--- src/rtl/pxser_pkg.sv ---
package pxser_pkg;
  localparam int SLOTS    = 7;
  localparam int LANES    = 4;
  localparam int CW       = 8;
  localparam int SW       = $clog2(SLOTS);
  localparam int CLK_LO_A = 2;
  localparam int CLK_LO_B = 4;

  typedef logic [SLOTS-1:0] slot_word_t;

  typedef enum logic [1:0] {
    MAP_NARROW   = 2'd0,
    MAP_WIDE_LO  = 2'd1,
    MAP_WIDE_HI  = 2'd2,
    MAP_NARROW_X = 2'd3
  } map_e;

  function automatic logic clk_level(input logic [SW-1:0] slot);
    return !((int'(slot) >= CLK_LO_A) && (int'(slot) <= CLK_LO_B));
  endfunction
endpackage

--- src/rtl/pxser_mapper.sv ---
module pxser_mapper
  import pxser_pkg::*;
(
  input  logic                        clk,
  input  logic                        rst,
  input  logic [1:0]                  map_sel,
  input  logic                        mirror,
  input  logic [CW-1:0]               r,
  input  logic [CW-1:0]               g,
  input  logic [CW-1:0]               b,
  input  logic                        hs,
  input  logic                        vs,
  input  logic                        de,
  output logic [LANES-1:0][SLOTS-1:0] tx_words
);
  // nat[l][s] is the bit for slot s in natural order
  logic [LANES-1:0][SLOTS-1:0] nat;

  always_comb begin
    nat = '0;
    unique case (map_e'(map_sel))
      MAP_WIDE_LO: begin
        nat[0] = {r[2], r[3], r[4], r[5], r[6], r[7], g[2]};
        nat[1] = {g[3], g[4], g[5], g[6], g[7], b[2], b[3]};
        nat[2] = {b[4], b[5], b[6], b[7], hs, vs, de};
        nat[3] = {r[0], r[1], g[0], g[1], b[0], b[1], 1'b0};
      end
      MAP_WIDE_HI: begin
        nat[0] = {r[0], r[1], r[2], r[3], r[4], r[5], g[0]};
        nat[1] = {g[1], g[2], g[3], g[4], g[5], b[0], b[1]};
        nat[2] = {b[2], b[3], b[4], b[5], hs, vs, de};
        nat[3] = {r[6], r[7], g[6], g[7], b[6], b[7], 1'b0};
      end
      default: begin
        nat[0] = {r[0], r[1], r[2], r[3], r[4], r[5], g[0]};
        nat[1] = {g[1], g[2], g[3], g[4], g[5], b[0], b[1]};
        nat[2] = {b[2], b[3], b[4], b[5], hs, vs, de};
        nat[3] = '0;
      end
    endcase
  end

  for (genvar l = 0; l < LANES; l++) begin : g_lane
    for (genvar s = 0; s < SLOTS; s++) begin : g_slot
      assign tx_words[l][s] = mirror ? nat[l][SLOTS-1-s] : nat[l][s];
    end
  end

  // narrow layout keeps the fourth lane quiet in either order
  p_lane3_low_r3: assert property (@(posedge clk) disable iff (rst)
    (map_sel == 2'd0 || map_sel == 2'd3) |-> (tx_words[LANES-1] == '0));

  // reserved control slot of the fourth lane is zero in wide layouts
  p_ctl3_zero_r6: assert property (@(posedge clk) disable iff (rst)
    (map_sel == 2'd1 || map_sel == 2'd2) |->
      ((mirror ? tx_words[LANES-1][SLOTS-1] : tx_words[LANES-1][0]) == 1'b0));
endmodule

--- src/rtl/pxser_slot_seq.sv ---
module pxser_slot_seq
  import pxser_pkg::*;
(
  input  logic          clk,
  input  logic          rst,
  input  logic          stb,
  output logic [SW-1:0] slot_nxt,
  output logic [SW-1:0] slot_q,
  output logic          lane_clk
);
  always_comb begin
    if (stb)                              slot_nxt = '0;
    else if (slot_q == SW'(SLOTS - 1))    slot_nxt = '0;
    else                                  slot_nxt = slot_q + 1'b1;
  end

  always_ff @(posedge clk) begin
    if (rst) begin
      slot_q   <= '0;
      lane_clk <= 1'b1;
    end else begin
      slot_q   <= slot_nxt;
      lane_clk <= clk_level(slot_nxt);
    end
  end

  p_slot_wrap_r1: assert property (@(posedge clk) disable iff (rst)
    (!stb && slot_q == SW'(SLOTS - 1)) |=> (slot_q == '0));

  p_stb_restart_r1: assert property (@(posedge clk) disable iff (rst)
    stb |=> (slot_q == '0));

  p_slot_range_r1: assert property (@(posedge clk) disable iff (rst)
    int'(slot_q) < SLOTS);

  p_clk_fall_r2: assert property (@(posedge clk) disable iff (rst)
    $fell(lane_clk) |-> (slot_q == SW'(CLK_LO_A)));

  p_clk_rise_r2: assert property (@(posedge clk) disable iff (rst)
    $rose(lane_clk) |-> (slot_q == SW'(CLK_LO_B + 1) || slot_q == '0));

  p_reset_r10: assert property (@(posedge clk)
    rst |=> (slot_q == '0 && lane_clk));
endmodule

--- src/rtl/pxser_lane_tx.sv ---
module pxser_lane_tx
  import pxser_pkg::*;
(
  input  logic          clk,
  input  logic          rst,
  input  logic          stb,
  input  slot_word_t    word_in,
  input  logic [SW-1:0] slot_nxt,
  output logic          bit_q
);
  slot_word_t pend_q;
  slot_word_t cur_q;

  always_ff @(posedge clk) begin
    if (rst) begin
      pend_q <= '0;
      cur_q  <= '0;
      bit_q  <= 1'b0;
    end else if (stb) begin
      pend_q <= word_in;
      cur_q  <= pend_q;
      bit_q  <= pend_q[0];
    end else begin
      bit_q  <= cur_q[slot_nxt];
    end
  end

  // the word on the wire never changes between strobes
  p_word_hold_r8: assert property (@(posedge clk) disable iff (rst)
    !stb |=> $stable(cur_q));

  p_pend_hold_r8: assert property (@(posedge clk) disable iff (rst)
    !stb |=> $stable(pend_q));

  p_lane_reset_r10: assert property (@(posedge clk)
    rst |=> (bit_q == 1'b0));
endmodule

--- src/rtl/lvds_pixel_serializer.sv ---
module lvds_pixel_serializer
  import pxser_pkg::*;
(
  input  logic             clk,
  input  logic             rst,
  input  logic             pix_stb,
  input  logic [CW-1:0]    pix_r,
  input  logic [CW-1:0]    pix_g,
  input  logic [CW-1:0]    pix_b,
  input  logic             pix_hs,
  input  logic             pix_vs,
  input  logic             pix_de,
  input  logic [1:0]       map_sel,
  input  logic             mirror,
  output logic [LANES-1:0] lane_data,
  output logic             lane_clk
);
  logic [LANES-1:0][SLOTS-1:0] tx_words;
  logic [SW-1:0]               slot_nxt;
  logic [SW-1:0]               slot_q;

  pxser_mapper u_map (
    .clk      (clk),
    .rst      (rst),
    .map_sel  (map_sel),
    .mirror   (mirror),
    .r        (pix_r),
    .g        (pix_g),
    .b        (pix_b),
    .hs       (pix_hs),
    .vs       (pix_vs),
    .de       (pix_de),
    .tx_words (tx_words)
  );

  pxser_slot_seq u_seq (
    .clk      (clk),
    .rst      (rst),
    .stb      (pix_stb),
    .slot_nxt (slot_nxt),
    .slot_q   (slot_q),
    .lane_clk (lane_clk)
  );

  for (genvar l = 0; l < LANES; l++) begin : g_tx
    pxser_lane_tx u_tx (
      .clk      (clk),
      .rst      (rst),
      .stb      (pix_stb),
      .word_in  (tx_words[l]),
      .slot_nxt (slot_nxt),
      .bit_q    (lane_data[l])
    );
  end

  // slot 0 of a new word is on the lanes right after every strobe
  p_slot0_after_stb_r9: assert property (@(posedge clk) disable iff (rst)
    pix_stb |=> (slot_q == '0 && lane_clk));
endmodule

--- config.mk ---
export PLATFORM = sky130hd
export DESIGN_NAME = lvds_pixel_serializer
export DESIGN_NICKNAME = d
export VERILOG_FILES = /design/src/rtl/pxser_pkg.sv /design/src/rtl/pxser_mapper.sv /design/src/rtl/pxser_slot_seq.sv /design/src/rtl/pxser_lane_tx.sv /design/src/rtl/lvds_pixel_serializer.sv
export SDC_FILE = /design/constraint.sdc
export NUM_CORES = 1
export LEC_CHECK = 0
export BUFFER_PORTS_ARGS = -buffer_cell sky130_fd_sc_hd__buf_2
export CAP_MARGIN = 15
export CORE_UTILIZATION = 40
export CTS_CLUSTER_DIAMETER = 200
export DETAILED_ROUTE_END_ITERATION = 7
export PLACE_DENSITY = 0.68
export SETUP_SLACK_MARGIN = 0.1
export SKIP_CTS_REPAIR_TIMING = 1
export SLEW_MARGIN = 0
export SYNTH_ARGS = -nofsm -noshare
export SYNTH_HDL_FRONTEND = slang
export SYNTH_SLANG_ARGS = --single-unit
--- constraint.sdc ---
create_clock -name clk -period 2.91 [get_ports clk]
set_clock_uncertainty 0.05 [all_clocks]
set_input_delay 0.582 -clock clk [delete_from_list [all_inputs] [get_ports clk]]
set_output_delay 0.582 -clock clk [all_outputs]
set_load 0.02 [all_outputs]
==> summary.txt <==
Placement
  – DP HPWL: 4.93 mm
  – Dpl cells: 440
  – Port Buffer Count: 37
  – GP Congestion: 0.829

GRT
  – First-pass GRT wire length: 11.6 mm
  – Grt met1 use: 29.8%
  – Total GRT Usage: 19.9%
  – Overflow after GRT: 0
  – Pin count of the biggest net entering global routing: 34
  – Vias in the first global route: 2268
  – M3 GR Usage: 6.50%
  – Initial antenna violation count: 0
  – GR peak layer: met1
  – M2 GR Usage: 26.2%

Cells and area
  – Syn-to-layout area delta: 12.5%
  – Filler cells: 705
  – Most common cell after layout, fill and taps aside: nor2_1
  – Most frequent cells in the layout: 71 x nor2_1, 64 x dfxtp_1, 37 x buf_2
  – Share of cells above drive strength 1: 16.7%
  – Fin cells: 455
  – Antenna Cells: 0
  – Fin util: 47.7%
  – Nets: 390

Power and ir drop
  – Switching Share: 26.0%
  – Power density cells: 589 nW/um2
  – Power consumption: 1.95 mW
  – Clk pwr share: 37.6%
  – Sw power: 508 uW
  – Flop pwr share: 48.8%
  – Maximum VDD drop: 216 uV
  – Pint: 1.44 mW
  – Lkg Pwr: 1.39 nW
  – Comb pwr share: 13.6%

Synthesis
  – Sequential area share after synthesis: 43.6%
  – Ys Warns: 0
  – Yosys reg bits: 64
  – Synth Cell Area: 2940 um2
  – Synth Area per Inst: 8.89 um2
  – Post-synth cell types: 30
  – Cells after synthesis: 331
  – Syn Nets: 366

Critical path
  – Worst path required time: 3110 ps
  – Crit Path Max Fanout: 18
  – Startpoint types: primary input
  – Crit path kind: primary input to flip-flop
  – Worst Reg2Reg Path Length in Cells: 4
  – Crit end category: flip-flop
  – Worst Path Arrival: 2240 ps

Timing
  – Final min period: 2040 ps
  – Final setup vio count: 0
  – Slew @ Worst Pin: 737 ps
  – Period utilisation layout: 70.2%
  – TNS Setup: 0 ps
  – Max Transition Viols Final: 0
  – RSZ-0062 raised after global routing: false
  – FMAX: 490 MHz
  – Final Hold Vio Count: 0
  – Slew Limit Headroom: 50.9%

Clocking
  – Clock Tree Buf Depth: 2
  – CTS sink count: 64
  – CTS buffer count: 9
  – Clock latency on the worst-skew pair: 350 ps
  – CTS tree: yes
  – Clock Pin Slew Worst Setup and Hold Paths: 70 ps
  – H-tree levels: 3
  – Root buffer cell: clkbuf_8

Die
  – Core area: 6940 um2
  – Die height: 87.8 um
  – Die Width: 87.8 um
  – Io pins: 38
  – Total Die Area: 7700 um2
  – Initial Util: 42.4%
  – Rows: 30

Drt
  – Initial DRC count: 159
  – WL final: 7.02 mm
  – Final ANT Viol Nets: 0
  – # DRC: 0
  – DR vias: 2503
  – DR pass1 iterations: 4
  – Vias/cell: 5.50
  – DR WL/cell: 15.4 um

Status
  – Status: finished, final reports clean

Hold path
  – Worst Hold Path Cells: 2
  – Worst min path class: flip-flop to flip-flop

Flow run
  – # Max-Cap Violations: 0
## synth_stat cells
master | n | area, um2
or3b_1 | 1 | 8.76
clkbuf_1 | 11 | 41.3
nor2_1 | 71 | 267
a22o_1 | 19 | 166
nand2_1 | 21 | 78.8
inv_1 | 4 | 15.0
a211oi_4 | 1 | 20.0
buf_6 | 4 | 45.0
buf_1 | 4 | 15.0
a21boi_0 | 2 | 15.0
nor2b_1 | 2 | 12.5
nor3_1 | 12 | 60.1
buf_4 | 6 | 45.0
nand2b_1 | 4 | 25.0
mux2i_1 | 35 | 350
nand3_1 | 1 | 5.00
or4_4 | 1 | 11.3
or3_1 | 1 | 6.26
buf_2 | 6 | 30.0
o22ai_1 | 15 | 93.8
dfxtp_1 | 64 | 1280
a21oi_1 | 11 | 55.1
a221oi_1 | 3 | 26.3
ha_1 | 2 | 25.0
nand3b_1 | 1 | 7.51
o32ai_1 | 17 | 149
or2_1 | 1 | 6.26
a211oi_1 | 4 | 30.0
a22oi_1 | 6 | 45.0
o21ai_0 | 1 | 5.00
## path summary, 6_finish.rpt
check,slack (ps),start,endpoint
min reg2reg,430,g_tx[2].u_tx.pend_q[5],g_tx[2].u_tx.pend_q[5]
max,870,map_sel[0],g_tx[1].u_tx.pend_q[0]
max reg2reg,1200,u_seq.slot_q[0],g_tx[0].u_tx.bit_q
min,430,g_tx[2].u_tx.pend_q[5],g_tx[2].u_tx.pend_q[5]
## per-layer routing
| metal | wire (um) | share of wire (%) |
|---|---|---|
| met5 | 0 | 0 |
| met4 | 76 | 1.1 |
| met3 | 421 | 6.0 |
| met2 | 2910 | 41 |
| met1 | 3610 | 51 |
## flip-flops by register name, summed over array words and instances, names as in the netlist
register	flops
u_seq.lane_clk	1
u_seq.slot_q	3
g_tx.u_tx.pend_q	28
g_tx.u_tx.cur_q	28
g_tx.u_tx.bit_q	4
## cells by family after synthesis
family	synth area share (%)
AO/OA/AOI/OAI	20.6
flip-flops	43.6
adder cells (fa/ha/maj)	0.851
AND/OR/NAND/NOR	16.6
buffers and inverters	6.51
multiplexers	11.9
## critical path, cell delays in order
cell	delay [ps]
buf_2	90
inv_1	40
ha_1	420
or2_1	510
a22o_1	260
nor2_1	50
o32ai_1	280
## area by class of cell
type	instances	area, um2	share of cell area [%]
clock inverters	4	45.0	1.36
inverters	4	15.0	0.454
well taps	96	120	3.63
clock buffers	11	141	4.27
multi-input cells	232	1470	44.4
flip-flops and latches	64	1280	38.7
repair buffers	44	238	7.18
## power groups by stage
stage                     combinational (mW)  clock (mW)  sequential, mW
final                                  0.264       0.733           0.953
after detailed placement               0.262           0           0.971
after floorplan                        0.206           0           0.959
after global placement                 0.259           0           0.970
after CTS                              0.262       0.756           0.952
after global routing                   0.290       0.801           0.957
## stage by stage
step                      area (um2)  hold slack [ps]  setup WS (ps)
after floorplan                 2940              403            833
after global placement          3120              418            594
after detailed placement        3120              421            537
after CTS                       3310              432            907
after global routing            3310              444            727
final                           3310              429            868
(Power assumes the default switching activity.)
